===== src/rtl/pin_fmt_pkg.sv =====
package pin_fmt_pkg;

  typedef enum logic [2:0] {
    SYM_DRV0 = 3'd0,
    SYM_DRV1 = 3'd1,
    SYM_EXPL = 3'd2,
    SYM_EXPH = 3'd3,
    SYM_NONE = 3'd4
  } sym_e;

  typedef enum logic [1:0] {
    FMT_NRZ = 2'd0,
    FMT_RTZ = 2'd1,
    FMT_RTO = 2'd2,
    FMT_SBC = 2'd3
  } fmt_e;

  function automatic logic sym_is_drive(input logic [2:0] s);
    return (s == SYM_DRV0) || (s == SYM_DRV1);
  endfunction

  function automatic logic sym_is_expect(input logic [2:0] s);
    return (s == SYM_EXPL) || (s == SYM_EXPH);
  endfunction

endpackage


===== src/rtl/pin_cycle_timer.sv =====
module pin_cycle_timer #(
  parameter int TICKS  = 16,
  parameter int CYC_W  = 16,
  parameter int TICK_W = $clog2(TICKS)
) (
  input  logic              clk,
  input  logic              rst,
  output logic [TICK_W-1:0] tick_q,
  output logic [TICK_W-1:0] tick_nxt,
  output logic              wrap,
  output logic [CYC_W-1:0]  cyc_q
);

  localparam logic [TICK_W-1:0] LAST_TICK = TICK_W'(TICKS - 1);

  always_comb begin
    wrap     = (tick_q == LAST_TICK);
    tick_nxt = wrap ? '0 : tick_q + 1'b1;
  end

  always_ff @(posedge clk) begin
    if (rst) begin
      tick_q <= '0;
      cyc_q  <= '0;
    end else begin
      tick_q <= tick_nxt;
      if (wrap) cyc_q <= cyc_q + 1'b1;
    end
  end

endmodule


===== src/rtl/pin_wave_gen.sv =====
module pin_wave_gen
  import pin_fmt_pkg::*;
#(
  parameter int TICK_W = 4
) (
  input  logic [TICK_W-1:0] tick,
  input  logic [TICK_W-1:0] win_lo,
  input  logic [TICK_W-1:0] win_hi,
  input  logic [2:0]        sym,
  input  fmt_e              fmt,
  output logic              drv,
  output logic              oe
);

  logic data_bit;
  logic in_win;

  always_comb begin
    data_bit = sym[0];
    in_win   = (tick >= win_lo) && (tick <= win_hi);
    oe       = sym_is_drive(sym);
    case (fmt)
      FMT_NRZ: drv = data_bit;
      FMT_RTZ: drv = in_win ? data_bit : 1'b0;
      FMT_RTO: drv = in_win ? data_bit : 1'b1;
      FMT_SBC: drv = in_win ? data_bit : ~data_bit;
      default: drv = data_bit;
    endcase
    if (!oe) drv = 1'b0;
  end

endmodule


===== src/rtl/pin_strobe_cmp.sv =====
module pin_strobe_cmp
  import pin_fmt_pkg::*;
#(
  parameter int TICK_W = 4,
  parameter int CYC_W  = 16
) (
  input  logic              clk,
  input  logic              rst,
  input  logic [TICK_W-1:0] tick,
  input  logic [TICK_W-1:0] strobe,
  input  logic [2:0]        sym,
  input  logic              pin_in,
  input  logic [CYC_W-1:0]  cyc,
  output logic              mis_o,
  output logic              fail_o,
  output logic [CYC_W-1:0]  fail_cyc_o
);

  logic hit;

  always_comb begin
    hit = sym_is_expect(sym) && (tick == strobe) && (pin_in != sym[0]);
  end

  always_ff @(posedge clk) begin
    if (rst) begin
      mis_o      <= 1'b0;
      fail_o     <= 1'b0;
      fail_cyc_o <= '0;
    end else begin
      mis_o <= hit;
      if (hit && !fail_o) begin
        fail_o     <= 1'b1;
        fail_cyc_o <= cyc;
      end
    end
  end

endmodule


===== src/rtl/pin_fmt_channel.sv =====
module pin_fmt_channel
  import pin_fmt_pkg::*;
#(
  parameter int TICKS  = 16,
  parameter int CYC_W  = 16,
  parameter int TICK_W = $clog2(TICKS)
) (
  input  logic              clk,
  input  logic              rst,
  input  logic [2:0]        vec_sym,
  input  logic [1:0]        fmt_sel,
  input  logic [TICK_W-1:0] win_start,
  input  logic [TICK_W-1:0] win_end,
  input  logic [TICK_W-1:0] strobe_at,
  input  logic              pin_in,
  output logic              pin_drv,
  output logic              pin_oe,
  output logic              mis_o,
  output logic              fail_o,
  output logic [CYC_W-1:0]  fail_cyc
);

  logic [TICK_W-1:0] tick_q, tick_nxt;
  logic              wrap;
  logic [CYC_W-1:0]  cyc_q;

  logic [2:0]        sym_q, sym_nxt;
  fmt_e              fmt_q, fmt_nxt;
  logic [TICK_W-1:0] ws_q, ws_nxt, we_q, we_nxt, st_q, st_nxt;
  logic              drv_nxt, oe_nxt;

  pin_cycle_timer #(.TICKS(TICKS), .CYC_W(CYC_W), .TICK_W(TICK_W)) u_timer (
    .clk      (clk),
    .rst      (rst),
    .tick_q   (tick_q),
    .tick_nxt (tick_nxt),
    .wrap     (wrap),
    .cyc_q    (cyc_q)
  );

  // Cycle settings change only at the cycle boundary.
  always_comb begin
    sym_nxt = wrap ? vec_sym         : sym_q;
    fmt_nxt = wrap ? fmt_e'(fmt_sel) : fmt_q;
    ws_nxt  = wrap ? win_start       : ws_q;
    we_nxt  = wrap ? win_end         : we_q;
    st_nxt  = wrap ? strobe_at       : st_q;
  end

  always_ff @(posedge clk) begin
    if (rst) begin
      sym_q <= SYM_NONE;
      fmt_q <= FMT_NRZ;
      ws_q  <= '0;
      we_q  <= '0;
      st_q  <= '0;
    end else begin
      sym_q <= sym_nxt;
      fmt_q <= fmt_nxt;
      ws_q  <= ws_nxt;
      we_q  <= we_nxt;
      st_q  <= st_nxt;
    end
  end

  // Waveform is computed for the tick being entered so the registered pins line up with tick_q.
  pin_wave_gen #(.TICK_W(TICK_W)) u_wave (
    .tick   (tick_nxt),
    .win_lo (ws_nxt),
    .win_hi (we_nxt),
    .sym    (sym_nxt),
    .fmt    (fmt_nxt),
    .drv    (drv_nxt),
    .oe     (oe_nxt)
  );

  always_ff @(posedge clk) begin
    if (rst) begin
      pin_drv <= 1'b0;
      pin_oe  <= 1'b0;
    end else begin
      pin_drv <= drv_nxt;
      pin_oe  <= oe_nxt;
    end
  end

  pin_strobe_cmp #(.TICK_W(TICK_W), .CYC_W(CYC_W)) u_cmp (
    .clk        (clk),
    .rst        (rst),
    .tick       (tick_q),
    .strobe     (st_q),
    .sym        (sym_q),
    .pin_in     (pin_in),
    .cyc        (cyc_q),
    .mis_o      (mis_o),
    .fail_o     (fail_o),
    .fail_cyc_o (fail_cyc)
  );

endmodule


===== config.mk =====
export PLATFORM = sky130hd
export DESIGN_NAME = pin_fmt_channel
export DESIGN_NICKNAME = d
export VERILOG_FILES = /design/src/rtl/pin_fmt_pkg.sv /design/src/rtl/pin_cycle_timer.sv /design/src/rtl/pin_wave_gen.sv /design/src/rtl/pin_strobe_cmp.sv /design/src/rtl/pin_fmt_channel.sv
export SDC_FILE = /design/constraint.sdc
export NUM_CORES = 1
export LEC_CHECK = 0
export CORE_MARGIN = 2
export CORE_UTILIZATION = 55
export DETAILED_ROUTE_END_ITERATION = 16
export HOLD_SLACK_MARGIN = 0.08
export PLACE_DENSITY = 0.85
export RECOVER_POWER = 50
export SYNTH_ARGS = -nofsm -noshare
export SYNTH_HDL_FRONTEND = slang
export SYNTH_HIERARCHICAL = 1
export SYNTH_SLANG_ARGS = --single-unit

===== constraint.sdc =====
create_clock -name clk -period 7.8 [get_ports clk]
set_clock_uncertainty 0.15 [all_clocks]
set_input_delay 1.17 -clock clk [delete_from_list [all_inputs] [get_ports clk]]
set_output_delay 1.17 -clock clk [all_outputs]
set_load 0.02 [all_outputs]

==> impl_results.md <==
* Setup TNS at 0 ns
* Number of global-route vias before repair at 1789
* Yosys cell types at 35
* Post-synth ARST share at 0%
* Clk pwr share at 50.0%
* Leakage power at between 1 and 1.5 nW
* RSZ-0062 raised after global routing: no
* Syn-to-layout area delta at 22.4%
* Flop pwr share at 44.3%
* Netlist Area Pre-Place at roughly 0.0028 mm2
* Synth top area share at roughly 41%
* Starting DRC count in detailed routing at 156
* Power Total at 0.000664 W
* Tightest Hold Check Type: reg2reg
* F_max at around 240 MHz
* Hold_ws at around 0.32 ns
* YS warnings at 6
* Relative slew slack at -102%
* EDFF count, synth at 0
* HPWL Detailed at 3.16 mm
* Antenna violations before repair at 0
* Placed cells at between 300 and 400
* Final ANT Viol Nets at 0
* Count leader, synth: dfxtp_1
* PwrDens at between 150 and 200 mW/mm2
* Final period util at 52.3%
* Post-synthesis sequential area ratio at between 40% and 50%
* Switching Power at 0.000133 W
* Diode count at 0
* Worst slew pin tran at ~3.0 ns
* Fill cell count at 384
* Failing checks: capacitance limit, slew limit
* # resized after CTS at 0
* Worst-path clk slew at ~0.060 ns
* Starting Density at 57.8%
* Max Cap Viol at 1
* Largest net degree at the start of global routing at 75
* Internal cell power at between 0.0005 and 0.0006 W
* Site row count at 25
* Max-slew violations at 75
* Post-Syn Instances at between 200 and 300
* Global-route wire length before repair at 7.88 mm
* Worst-path fanout max at 22
* Synth Register Bits at 57
* Root Buffer: clkbuf_8
* TritonCTS clock tree: built
* Worst skew pair latency at about 0.33 ns
* Hold_buf cts at 0
* Total grt overflow at 0
* Die ar. at 0.00565 mm2
* Synth area leaders: dfxtp_1, nand2b_1, mux2i_1, ha_1, mux2_2
* WS Path Type: reg2reg
* CTS H-tree depth at 3
* Final setup violation count at 0
* # IOs at 40
* Total clock sinks at 57
* DR DRC count at 0
* Commonest cells post-synth: dfxtp_1, nand2b_1, mux2i_1, nor2_1, inv_1
* Minimum clock period at 4.08 ns
* Sequential cell area at 0.00114 mm2
* GP Congestion at 0.876
* Avg WL per Cell at 12.1 um
* Synth area leader: dfxtp_1
* Postcts setup bufs at 0
* Worst-case clock buffer depth at 2
* Die Span Y at around 75 um
* CP arrival at a little over 4 ns
* Nets at 351
* Peak VDD IR at 0.225 mV
* Comb power frac at 5.6%
* Avg Inst Size Synth at 10.0 um2
* Mapped Nets at 310
* Die Width at 75.1 um
* Multi-input gate area at 0.00150 mm2
* Drt first pass iters at 4
* Switch share at between 10% and 20%
* Layout cells sized above 1 at 13.0%
* CP Launch Type: register
* Final Non-Filler Cells at 391
* Clock buffer count from CTS at 9
* Worst Path Required at 7.75 ns
* DR vias/cell at ~5
* Top FF cell, synth: dfxtp_1
* Core ar. at a little under 0.005 mm2
* Crit. End Element: register
* Drt total wl at 4.75 mm
* GRT Total Usage at between 10% and 20%
* Run status: finished, violations left
* Hold Fails Final Rpt at 0
* PortBufs at 39
* DR vias at 1986
[final timing paths]
path                                 from                        end  slack [ns]  depth (start not counted)
max          u_timer/tick_q[0]$_SDFF_PP0_         pin_drv$_SDFF_PP0_        3.72                         14
min             u_cmp/fail_o$_SDFFE_PP0P_  u_cmp/fail_o$_SDFFE_PP0P_        0.32                          2
max reg2reg  u_timer/tick_q[0]$_SDFF_PP0_         pin_drv$_SDFF_PP0_        3.72                         14
min reg2reg     u_cmp/fail_o$_SDFFE_PP0P_  u_cmp/fail_o$_SDFFE_PP0P_        0.32                          2
[logic make-up after synthesis]
family	Yosys count	synth area share, %
flops	57	41.0
mux	35	14.1
simple gates	113	25.1
compound gates	21	4.18
fa+ha+maj	12	5.39
buf+inv	24	5.21
xor+xnor	16	5.03
[final cells by class]
class / instances / area share (%)
multi-input cells: 197 / 44.0
repair buffers: 40 / 11.4
clock buffers: 10 / 4.04
flip-flops and latches: 57 / 33.5
inverters: 14 / 1.54
well taps: 67 / 2.46
clock inverters: 6 / 3.08
[state kept, by name (all words and copies together) (netlist names)]
signal	count
u_cmp/mis_o	1
ws_q	4
u_timer/cyc_q	16
u_cmp/fail_o	1
pin_oe	1
u_cmp/fail_cyc_o	16
sym_q	3
fmt_q	2
u_timer/tick_q	4
we_q	4
pin_drv	1
st_q	4
[critical path: stages (launching register included)]
cell and delay (ns):
dfxtp_1 0.43, ha_1 0.31, nand3_4 0.14, inv_1 0.72, mux2_2 0.43, inv_1 0.06, ha_1 0.25, a21oi_1 0.16
o21ai_0 0.10, a22oi_1 0.25, ha_1 0.29, mux2_2 0.26, a21oi_1 0.14, nor3_1 0.05, nor2b_1 0.12
[layout by cell type, fill, tap and decap left out, types with 2 or more instances in the layout]
cell type        instances
dfxtp_1                 57
clkdlybuf4s50_1         35
nand2b_1                33
mux2i_1                 20
nor2_1                  20
inv_1                   14
nor2b_1                 12
ha_1                    12
xnor2_1                 11
a21oi_1                 11
clkbuf_8                10
mux2_2                   9
nand4_1                  8
nand2_1                  7
nor3_1                   7
mux2_4                   6
nor2b_4                  6
nand3_1                  6
o21ai_0                  6
xor2_1                   5
nor4_1                   4
bufinv_16                3
clkinv_2                 3
dlygate4sd3_1            3
or3_1                    2
[power by group through the flow]
stage / logic [W] / registers [W] / clock network, W
floorplan: 0.0000215 / 0.000301 / 0
global placement: 0.0000357 / 0.000301 / 0
detailed placement: 0.0000367 / 0.000301 / 0
CTS: 0.0000369 / 0.000294 / 0.000341
global route: 0.0000410 / 0.000295 / 0.000355
finish: 0.0000373 / 0.000295 / 0.000332
[per-layer routing]
layer / track usage [%] / wire (um) / up-vias / part of all wire (%)
li1: - / - / 1029 / -
met1: 23.3 / 2190 / 904 / 46
met2: 28.9 / 2270 / 43 / 48
met3: 5.62 / 180 / 10 / 3.8
met4: 9.16 / 108 / 0 / 2.3
met5: 0 / 0 / - / 0
[per-stage QoR]
| stage | utilization (%) | cell area, um2 | worst slack (ns) |
|---|---|---|---|
| 2_1_floorplan | - | 2780 | 4.47 |
| 3_3_place_gp | 65.8 | 3170 | 3.98 |
| 3_5_place_dp | 65.8 | 3170 | 3.84 |
| 4_1_cts | 70.8 | 3410 | 3.82 |
| 5_1_grt | 70.7 | 3410 | 3.47 |
| 6_report | 70.7 | 3410 | 3.72 |
Power figures use the tool's default switching activity.
